==> config.mk <==
export PLATFORM = sky130hd
export DESIGN_NAME = fp_interlock
export DESIGN_NICKNAME = d
export VERILOG_FILES = /design/src/rtl/fpil_pkg.sv /design/src/rtl/fpil_scoreboard.sv /design/src/rtl/fpil_unit_busy.sv /design/src/rtl/fpil_src_check.sv /design/src/rtl/fp_interlock.sv
export SDC_FILE = /design/constraint.sdc
export NUM_CORES = 1
export LEC_CHECK = 0
export BUFFER_PORTS_ARGS = -buffer_cell sky130_fd_sc_hd__buf_2
export CORE_UTILIZATION = 23
export DETAILED_ROUTE_END_ITERATION = 16
export GPL_TIMING_DRIVEN = 0
export PLACE_DENSITY = 0.38
export SYNTH_ARGS = -nofsm -noshare
export SYNTH_HDL_FRONTEND = slang
export SYNTH_SLANG_ARGS = --single-unit
==> constraint.sdc <==
create_clock -name clk -period 10.25 [get_ports clk]
set_clock_uncertainty 0.15 [all_clocks]
set_input_delay 2.05 -clock clk [delete_from_list [all_inputs] [get_ports clk]]
set_output_delay 2.05 -clock clk [all_outputs]
set_load 0.02 [all_outputs]
==> src/rtl/fpil_pkg.sv <==
// Package: shared encodings for the decode-stage interlock.
// Assumes the codes below are fixed by the decode stage and the bypass muxes.
package fpil_pkg;

    typedef enum logic [2:0] {
        OP_ALU   = 3'd0,
        OP_LOAD  = 3'd1,
        OP_STORE = 3'd2,
        OP_FADD  = 3'd3,
        OP_FMUL  = 3'd4
    } op_e;

    typedef enum logic [1:0] {
        CAUSE_NONE = 2'd0,
        CAUSE_UNIT = 2'd1,
        CAUSE_RAW  = 2'd2,
        CAUSE_WAW  = 2'd3
    } cause_e;

    localparam logic [1:0] FWD_RF  = 2'd0;
    localparam logic [1:0] FWD_EXM = 2'd1;
    localparam logic [1:0] FWD_MWB = 2'd2;

endpackage

==> src/rtl/fpil_scoreboard.sv <==
// Module: per-register countdown table for one register file.
// Each entry counts cycles until the register's newest value is written
// back; a flag marks values that only exist after the memory stage.
// Assumes the caller writes an entry only for an instruction that issues.
module fpil_scoreboard #(
    parameter int NREGS     = 32,
    parameter int CNT_W     = 3,
    parameter bit HARD_ZERO = 1'b0,
    localparam int IDX_W    = $clog2(NREGS)
) (
    input  logic             clk,
    input  logic             rst_n,
    input  logic             wr_en,
    input  logic [IDX_W-1:0] wr_idx,
    input  logic [CNT_W-1:0] wr_cnt,
    input  logic             wr_mem,
    input  logic [IDX_W-1:0] rd_a_idx,
    output logic [CNT_W-1:0] rd_a_cnt,
    output logic             rd_a_mem,
    input  logic [IDX_W-1:0] rd_b_idx,
    output logic [CNT_W-1:0] rd_b_cnt,
    output logic             rd_b_mem,
    input  logic [IDX_W-1:0] rd_d_idx,
    output logic [CNT_W-1:0] rd_d_cnt
);

    logic [CNT_W-1:0] cnt_q [NREGS];
    logic             mem_q [NREGS];

    // Load a new countdown on issue, otherwise count every live entry down.
    always_ff @(posedge clk) begin
        if (!rst_n) begin
            for (int i = 0; i < NREGS; i++) begin
                cnt_q[i] <= '0;
                mem_q[i] <= 1'b0;
            end
        end else begin
            for (int i = 0; i < NREGS; i++) begin
                if (wr_en && wr_idx == IDX_W'(i) && !(HARD_ZERO && i == 0)) begin
                    cnt_q[i] <= wr_cnt;
                    mem_q[i] <= wr_mem;
                end else if (cnt_q[i] != '0) begin
                    cnt_q[i] <= cnt_q[i] - 1'b1;
                end
            end
        end
    end

    // Read ports for the two sources and the destination.
    assign rd_a_cnt = cnt_q[rd_a_idx];
    assign rd_a_mem = mem_q[rd_a_idx];
    assign rd_b_cnt = cnt_q[rd_b_idx];
    assign rd_b_mem = mem_q[rd_b_idx];
    assign rd_d_cnt = cnt_q[rd_d_idx];


    record_write_chk: assert property (@(posedge clk) disable iff (!rst_n)
        (wr_en && !(HARD_ZERO && wr_idx == '0)) |=> cnt_q[$past(wr_idx)] == $past(wr_cnt));

    generate
        if (HARD_ZERO) begin : g_zero_chk

            zero_reg_idle_chk: assert property (@(posedge clk) disable iff (!rst_n)
                (wr_en && wr_idx == '0) |=> cnt_q[0] == '0);
        end
    endgenerate

endmodule

==> src/rtl/fpil_unit_busy.sv <==
// Module: occupancy counter for one non-pipelined execution unit.
// Assumes start is raised only on the cycle an operation leaves decode,
// and that the operation then holds execute for OCC cycles.
module fpil_unit_busy #(
    parameter int OCC    = 5,
    localparam int BCW   = $clog2(OCC + 1)
) (
    input  logic clk,
    input  logic rst_n,
    input  logic start,
    output logic busy
);

    logic [BCW-1:0] left_q;

    // Reload on start, then count down the remaining occupancy.
    always_ff @(posedge clk) begin
        if (!rst_n)
            left_q <= '0;
        else if (start)
            left_q <= BCW'(OCC - 1);
        else if (left_q != '0)
            left_q <= left_q - 1'b1;
    end

    assign busy = (left_q != '0);


    unit_free_on_start_chk: assert property (@(posedge clk) disable iff (!rst_n)
        start |-> left_q == '0);

endmodule

==> src/rtl/fpil_src_check.sv <==
// Module: decides for one source operand whether it can be forwarded now
// and from where. The countdown gives cycles to writeback: 2 means the value
// sits at the end of execute, 1 at the end of memory, 0 in the file.
// Assumes values flagged as memory-produced do not exist at end of execute.
module fpil_src_check #(
    parameter int CNT_W = 3
) (
    input  logic             use_i,
    input  logic [CNT_W-1:0] cnt_i,
    input  logic             mem_i,
    output logic             hold_o,
    output logic [1:0]       sel_o
);
    import fpil_pkg::*;

    localparam logic [CNT_W-1:0] AT_EX  = CNT_W'(2);
    localparam logic [CNT_W-1:0] AT_MEM = CNT_W'(1);

    // Hold while the value has not reached a forwarding point.
    always_comb begin
        hold_o = use_i && ((cnt_i > AT_EX) || (cnt_i == AT_EX && mem_i));
    end

    // Pick the bypass source from the remaining distance to writeback.
    always_comb begin
        if (!use_i)
            sel_o = FWD_RF;
        else if (cnt_i == AT_EX)
            sel_o = FWD_EXM;
        else if (cnt_i == AT_MEM)
            sel_o = FWD_MWB;
        else
            sel_o = FWD_RF;
    end

endmodule

==> src/rtl/fp_interlock.sv <==
// Module: decode-stage interlock for an in-order five-stage pipeline with a
// non-pipelined FP adder and FP multiplier. Tracks every issued instruction
// itself, so it needs only the decode fields. Checks, in priority order,
// busy FP unit, unforwardable source and destination write ordering.
// Assumes one instruction leaves decode per cycle and 2 <= ADD_LAT <= MUL_LAT.
module fp_interlock #(
    parameter int NUM_REGS = 32,
    parameter int ADD_LAT  = 2,
    parameter int MUL_LAT  = 5,
    localparam int REG_W   = $clog2(NUM_REGS),
    localparam int MAXLAT  = (MUL_LAT > ADD_LAT) ? MUL_LAT : ADD_LAT,
    localparam int CNT_W   = $clog2(MAXLAT + 2)
) (
    input  logic             clk,
    input  logic             rst_n,
    input  logic             id_valid,
    input  logic [2:0]       id_op,
    input  logic [REG_W-1:0] id_src_a,
    input  logic             id_src_a_fp,
    input  logic             id_src_a_use,
    input  logic [REG_W-1:0] id_src_b,
    input  logic             id_src_b_fp,
    input  logic             id_src_b_use,
    input  logic [REG_W-1:0] id_dst,
    input  logic             id_dst_fp,
    input  logic             id_dst_use,
    output logic             stall_id,
    output logic             hold_if,
    output logic             bubble_ex,
    output logic [1:0]       fwd_sel_a,
    output logic [1:0]       fwd_sel_b,
    output logic [1:0]       stall_cause
);
    import fpil_pkg::*;

    op_e              op;
    logic             dst_wr;
    logic [CNT_W-1:0] new_cnt;
    logic             new_mem;
    logic             issue;
    logic             unit_hz, raw_hz, waw_hz;
    cause_e           cause;

    logic [CNT_W-1:0] i_a_cnt, i_b_cnt, i_d_cnt, f_a_cnt, f_b_cnt, f_d_cnt;
    logic             i_a_mem, i_b_mem, f_a_mem, f_b_mem;
    logic [CNT_W-1:0] a_cnt, b_cnt, d_cnt;
    logic             a_mem, b_mem;
    logic             a_hold, b_hold;
    logic             add_busy, mul_busy;

    assign op = op_e'(id_op);

    // Writeback distance and memory-only flag of the decode instruction.
    always_comb begin
        dst_wr  = id_dst_use && (op != OP_STORE);
        new_mem = 1'b0;
        case (op)
            OP_ALU:  new_cnt = CNT_W'(2);
            OP_LOAD: begin new_cnt = CNT_W'(2); new_mem = 1'b1; end
            OP_FADD: new_cnt = CNT_W'(ADD_LAT + 1);
            OP_FMUL: new_cnt = CNT_W'(MUL_LAT + 1);
            default: new_cnt = '0;
        endcase
    end

    // One table per register file; only the integer file hardwires entry 0.
    fpil_scoreboard #(.NREGS(NUM_REGS), .CNT_W(CNT_W), .HARD_ZERO(1'b1)) u_sb_int (
        .clk(clk), .rst_n(rst_n),
        .wr_en(issue && dst_wr && !id_dst_fp), .wr_idx(id_dst),
        .wr_cnt(new_cnt), .wr_mem(new_mem),
        .rd_a_idx(id_src_a), .rd_a_cnt(i_a_cnt), .rd_a_mem(i_a_mem),
        .rd_b_idx(id_src_b), .rd_b_cnt(i_b_cnt), .rd_b_mem(i_b_mem),
        .rd_d_idx(id_dst),   .rd_d_cnt(i_d_cnt)
    );

    fpil_scoreboard #(.NREGS(NUM_REGS), .CNT_W(CNT_W), .HARD_ZERO(1'b0)) u_sb_fp (
        .clk(clk), .rst_n(rst_n),
        .wr_en(issue && dst_wr && id_dst_fp), .wr_idx(id_dst),
        .wr_cnt(new_cnt), .wr_mem(new_mem),
        .rd_a_idx(id_src_a), .rd_a_cnt(f_a_cnt), .rd_a_mem(f_a_mem),
        .rd_b_idx(id_src_b), .rd_b_cnt(f_b_cnt), .rd_b_mem(f_b_mem),
        .rd_d_idx(id_dst),   .rd_d_cnt(f_d_cnt)
    );

    // Choose each operand's entry from the file it names.
    always_comb begin
        a_cnt = id_src_a_fp ? f_a_cnt : i_a_cnt;
        a_mem = id_src_a_fp ? f_a_mem : i_a_mem;
        b_cnt = id_src_b_fp ? f_b_cnt : i_b_cnt;
        b_mem = id_src_b_fp ? f_b_mem : i_b_mem;
        d_cnt = id_dst_fp   ? f_d_cnt : i_d_cnt;
    end

    fpil_src_check #(.CNT_W(CNT_W)) u_chk_a (
        .use_i(id_src_a_use), .cnt_i(a_cnt), .mem_i(a_mem),
        .hold_o(a_hold), .sel_o(fwd_sel_a)
    );

    fpil_src_check #(.CNT_W(CNT_W)) u_chk_b (
        .use_i(id_src_b_use), .cnt_i(b_cnt), .mem_i(b_mem),
        .hold_o(b_hold), .sel_o(fwd_sel_b)
    );

    fpil_unit_busy #(.OCC(ADD_LAT)) u_add_busy (
        .clk(clk), .rst_n(rst_n),
        .start(issue && op == OP_FADD), .busy(add_busy)
    );

    fpil_unit_busy #(.OCC(MUL_LAT)) u_mul_busy (
        .clk(clk), .rst_n(rst_n),
        .start(issue && op == OP_FMUL), .busy(mul_busy)
    );

    // Hazard terms and their priority: unit, then source, then ordering.
    always_comb begin
        unit_hz = (op == OP_FADD && add_busy) || (op == OP_FMUL && mul_busy);
        raw_hz  = a_hold || b_hold;
        waw_hz  = dst_wr && (d_cnt > new_cnt);
        if (!id_valid)    cause = CAUSE_NONE;
        else if (unit_hz) cause = CAUSE_UNIT;
        else if (raw_hz)  cause = CAUSE_RAW;
        else if (waw_hz)  cause = CAUSE_WAW;
        else              cause = CAUSE_NONE;
    end

    // Drive the pipeline controls from the chosen cause.
    always_comb begin
        stall_id    = (cause != CAUSE_NONE);
        hold_if     = stall_id;
        bubble_ex   = stall_id;
        stall_cause = cause;
        issue       = id_valid && !stall_id;
    end


    mul_back_to_back_chk: assert property (@(posedge clk) disable iff (!rst_n)
        (issue && op == OP_FMUL) |=> (!(id_valid && id_op == 3'(OP_FMUL)) || stall_id));


    src_forwardable_chk: assert property (@(posedge clk) disable iff (!rst_n)
        issue |-> (!(id_src_a_use && a_cnt > CNT_W'(2)) && !(id_src_b_use && b_cnt > CNT_W'(2))));


    wb_order_chk: assert property (@(posedge clk) disable iff (!rst_n)
        (issue && dst_wr) |-> d_cnt <= new_cnt);

endmodule

==> results.json <==
{
  "synthFlopType": "edfxtp_1",
  "multi_input_area_mm2": 0.0134,
  "hold_buffers": 0,
  "clock_latency_ns": 0.58,
  "yosysWarnings": 0,
  "fmax_mhz": 99.2,
  "worstHoldEndpoint": "u_sb_fp.mem_q[0]$_DFF_P_",
  "internal_power_mw": 3.92,
  "dr.first_iter.drc_count": 2071,
  "violations": "design-rule violations",
  "slew_headroom": 0.0484,
  "hp-class": "flip-flop to flip-flop",
  "io_buffers": 25,
  "synth_edf_count": 222,
  "rr_endpoint": "u_sb_fp.cnt_q[14][0]$_SDFFCE_PN0P_",
  "crit_path_max_fanout": 10,
  "htreeDepth": 2,
  "whs_ns": 0.321,
  "tightestPinTransition_ns": 1.42,
  "seq_area_mm2": 0.00745,
  "slowest_stage": "buf_1",
  "rows": 114,
  "path_clk_slew_ns": 0.06,
  "ios": 36,
  "grt_max_degree": 29,
  "fin_nets": 2184,
  "grt_pass1_vias": 17500,
  "p_sw_frac": 0.404,
  "period_needed_ns": 10.09,
  "vias": 17900,
  "grt.overflow.total": 0,
  "switching_power_mw": 2.66,
  "rr_startpoint": "u_sb_int.cnt_q[9][1]$_SDFFCE_PN0P_",
  "nFillCells": 10000,
  "dp_cells": 3257,
  "core-area_mm2": 0.0969,
  "drcViolationCount": 8,
  "reg2regPathDepth": 14,
  "ys_ff_latch": 261,
  "seqPwrFrac": 0.350,
  "cts-root-buf": "clkbuf_16",
  "pwr_density_cell_mw_per_mm2": 258,
  "viasPerCell": 5.38,
  "syn_inst": 1955,
  "worstPathRequired_ns": 8.05,
  "fin_cells": 3329,
  "drtPass1Iterations": 12,
  "fin_crit_sh": 0.984,
  "crit_arrival_ns": 7.89,
  "hold_violations": 0,
  "dieArea_mm2": 0.0991,
  "fin_ws_ns": 0.165,
  "synthToLayoutAreaGrowth_pct": 13.2,
  "pwr-share-clk": 0.200,
  "grt_util_all_layers": 0.210,
  "path_common_cell": "mux4_2",
  "peakVddDrop_mv": 0.0987,
  "worst-path-buf-inv": 5,
  "finalCoreUtilization": 0.263,
  "drt-total-wl_um": 105000,
  "final_layout_size_suffix_gt1_frac": 0.225,
  "grt_pass1_wl_um": 144000,
  "seq_area_frac_synth": 0.331,
  "synth_async_sr_flop_share": 0,
  "rsz0062_at_grt": "no",
  "max_stage_delay_ns": 0.86,
  "crit_path_start_kind": "primary input",
  "postCtsSetupBuffers": 0,
  "routedWlPerCell_um": 31.6,
  "cp-end-kind": "primary output",
  "die_h_um": 315,
  "syn_avg_cell_area_um2": 11.5,
  "antenna_left": 0,
  "maxCapViolations": 0,
  "drv_slew": 0,
  "syn_nets": 2116,
  "crit_type": "primary input to primary output",
  "place.gp.congestion": 0.973,
  "crit_family": "buffers and inverters",
  "dpl.hpwl_um": 79900,
  "antenna_found_initial": 4,
  "start_util": 0.232,
  "status": "finished with violations",
  "syn_area_mm2": 0.0225,
  "die_w_um": 315,
  "cts_buffer_depth": 3,
  "dp_slack_ns": -0.390,
  "synthDistinctLibCells": 74,
  "min_from": "u_sb_fp.mem_q[0]$_DFF_P_",
  "setup_tns_ns": 0,
  "finalSetupViolCount": 0,
  "ctsResizeCount": 0,
  "hold_depth": 2,
  "path_cells": "clkbuf_1 > buf_1 > clkbuf_1 > mux4_2 > mux4_2 > mux4_2 > ha_1 > nor2b_1 > o21a_1 > o21ai_0 > nor2b_1 > a21boi_0 > buf_4 > buf_2",
  "cts_tree": "built",
  "cts.sinks": 261,
  "comb_power_share": 0.450,
  "numCtsBuffers": 40,
  "power.leakage_nw": 9.92,
  "worst-r2r-setup-slack_ns": 3.61
}
==> sequential cells by signal, summed over array words and instances (netlist names) <==
signal             count
u_sb_fp.cnt_q         96
u_sb_int.cnt_q        96
u_sb_fp.mem_q         32
u_sb_int.mem_q        32
u_mul_busy.left_q      3
u_add_busy.left_q      2
==> worst reg2reg max path, cell delays in order (launching register included) <==
cell and delay [ns]:
edfxtp_1 0.49, mux4_2 0.56, mux4_2 0.56, mux4_2 0.49
ha_1 0.30, nor2b_1 0.13, o21a_1 0.16, o21ai_0 0.56
nand3_1 0.39, or3_1 0.42, clkbuf_1 0.34, buf_2 0.35
buf_1 0.42, nor4_4 0.65, mux2_2 0.40
==> synthesized netlist by cell type (6+ instances only) <==
library cell,n,area [um^2]
nor2_1,117,439
o211ai_1,30,225
a31oi_1,7,43.8
o21ai_0,73,365
a41o_1,14,140
nand2_1,133,499
nand4_1,8,50.1
nand2b_1,70,438
buf_4,7,52.6
mux2_4,14,210
or4_1,25,188
nand3_1,24,120
mux2i_1,194,1940
a21oi_1,15,75.1
mux2_2,90,1010
o41ai_1,6,52.6
nor4_4,16,340
nor2b_1,22,138
mux4_2,175,3940
nor3b_1,8,60.1
inv_1,220,826
buf_6,14,158
or4_4,7,78.8
o41ai_4,14,385
a211oi_1,8,60.1
o211a_1,8,80.1
a211o_1,8,70.1
edfxtp_1,222,6670
o22ai_1,10,62.6
dfxtp_1,39,781
nand4b_1,15,131
ha_1,134,1680
buf_1,16,60.1
buf_2,27,135
clkbuf_1,94,353
==> power by group through the flow <==
stage          registers (mW)  logic (mW)  clock network (mW)
5_1_grt                  2.32        3.23                1.38
6_report                 2.30        2.95                1.32
4_1_cts                  2.27        2.93                1.34
3_3_place_gp             2.27        2.86                   0
3_5_place_dp             2.29        2.91                   0
2_1_floorplan            1.93        2.25                   0
==> through the flow <==
| step | power (mW) | area (um^2) |
|---|---|---|
| after floorplan | 4.18 | 22500 |
| after global routing | 6.93 | 25500 |
| after CTS | 6.55 | 25500 |
| after detailed placement | 5.20 | 24200 |
| final | 6.57 | 25500 |
| after global placement | 5.13 | 24200 |
==> placed cells by master (no fill, tap or decap), types with 10 or more instances in the layout <==
cell type and count:
nor2_1 117, a41o_1 14, buf_6 15, a21oi_1 15
or4_1 25, ha_1 134, mux2_4 14, nand2b_1 70
buf_2 53, buf_1 13, nand2_1 133, o211ai_1 30
o22ai_1 10, o41ai_4 14, o21ai_0 73, edfxtp_1 222
nor4_4 16, clkbuf_1 102, mux2_2 90, nand3_1 24
mux4_2 175, inv_1 220, clkbuf_16 41, dfxtp_1 39
nand4b_1 15, mux2i_1 194, nor2b_1 22
==> cell type report <==
type,count,share of cell area
clock inverters,16,0.00349
repair buffers,26,0.00535
well taps,1276,0.0627
clock buffers,55,0.0443
inverters,221,0.0326
multi-input cells,1313,0.528
diodes,1,0.0000982
plain buffers,160,0.0315
flip-flops and latches,261,0.292
==> kinds of logic after synthesis <==
logic type	after synthesis	synth area share
mux	479	0.321
simple gates	467	0.117
xor+xnor	2	0.000778
compound gates	231	0.0839
fa+ha+maj	134	0.0745
buf+inv	381	0.0723
flops	261	0.331
==> worst max-delay path by stage <==
stage               slack [ns]  startpoint                                 end  depth (start not counted)
floorplan                 2.03   id_dst[0]                             hold_if                         12
global placement         -0.35   id_dst[1]  u_sb_fp.cnt_q[14][1]$_SDFFCE_PN0P_                         17
detailed placement       -0.39   id_dst[1]  u_sb_fp.cnt_q[15][0]$_SDFFCE_PN0P_                         17
CTS                       0.03   id_dst[1]                            stall_id                         14
global route              0.10   id_dst[1]                            stall_id                         14
finish                    0.16   id_dst[1]                            stall_id                         14
==> per-layer routing <==
layer | vias up | track usage | routed length (um)
li1 | 7512 | - | -
met5 | - | 0 | 0
met1 | 9295 | 0.284 | 45200
met3 | 186 | 0.0364 | 7950
met4 | 0 | 0.0850 | 4700
met2 | 917 | 0.330 | 47300
Power figures use the tool's default switching activity.
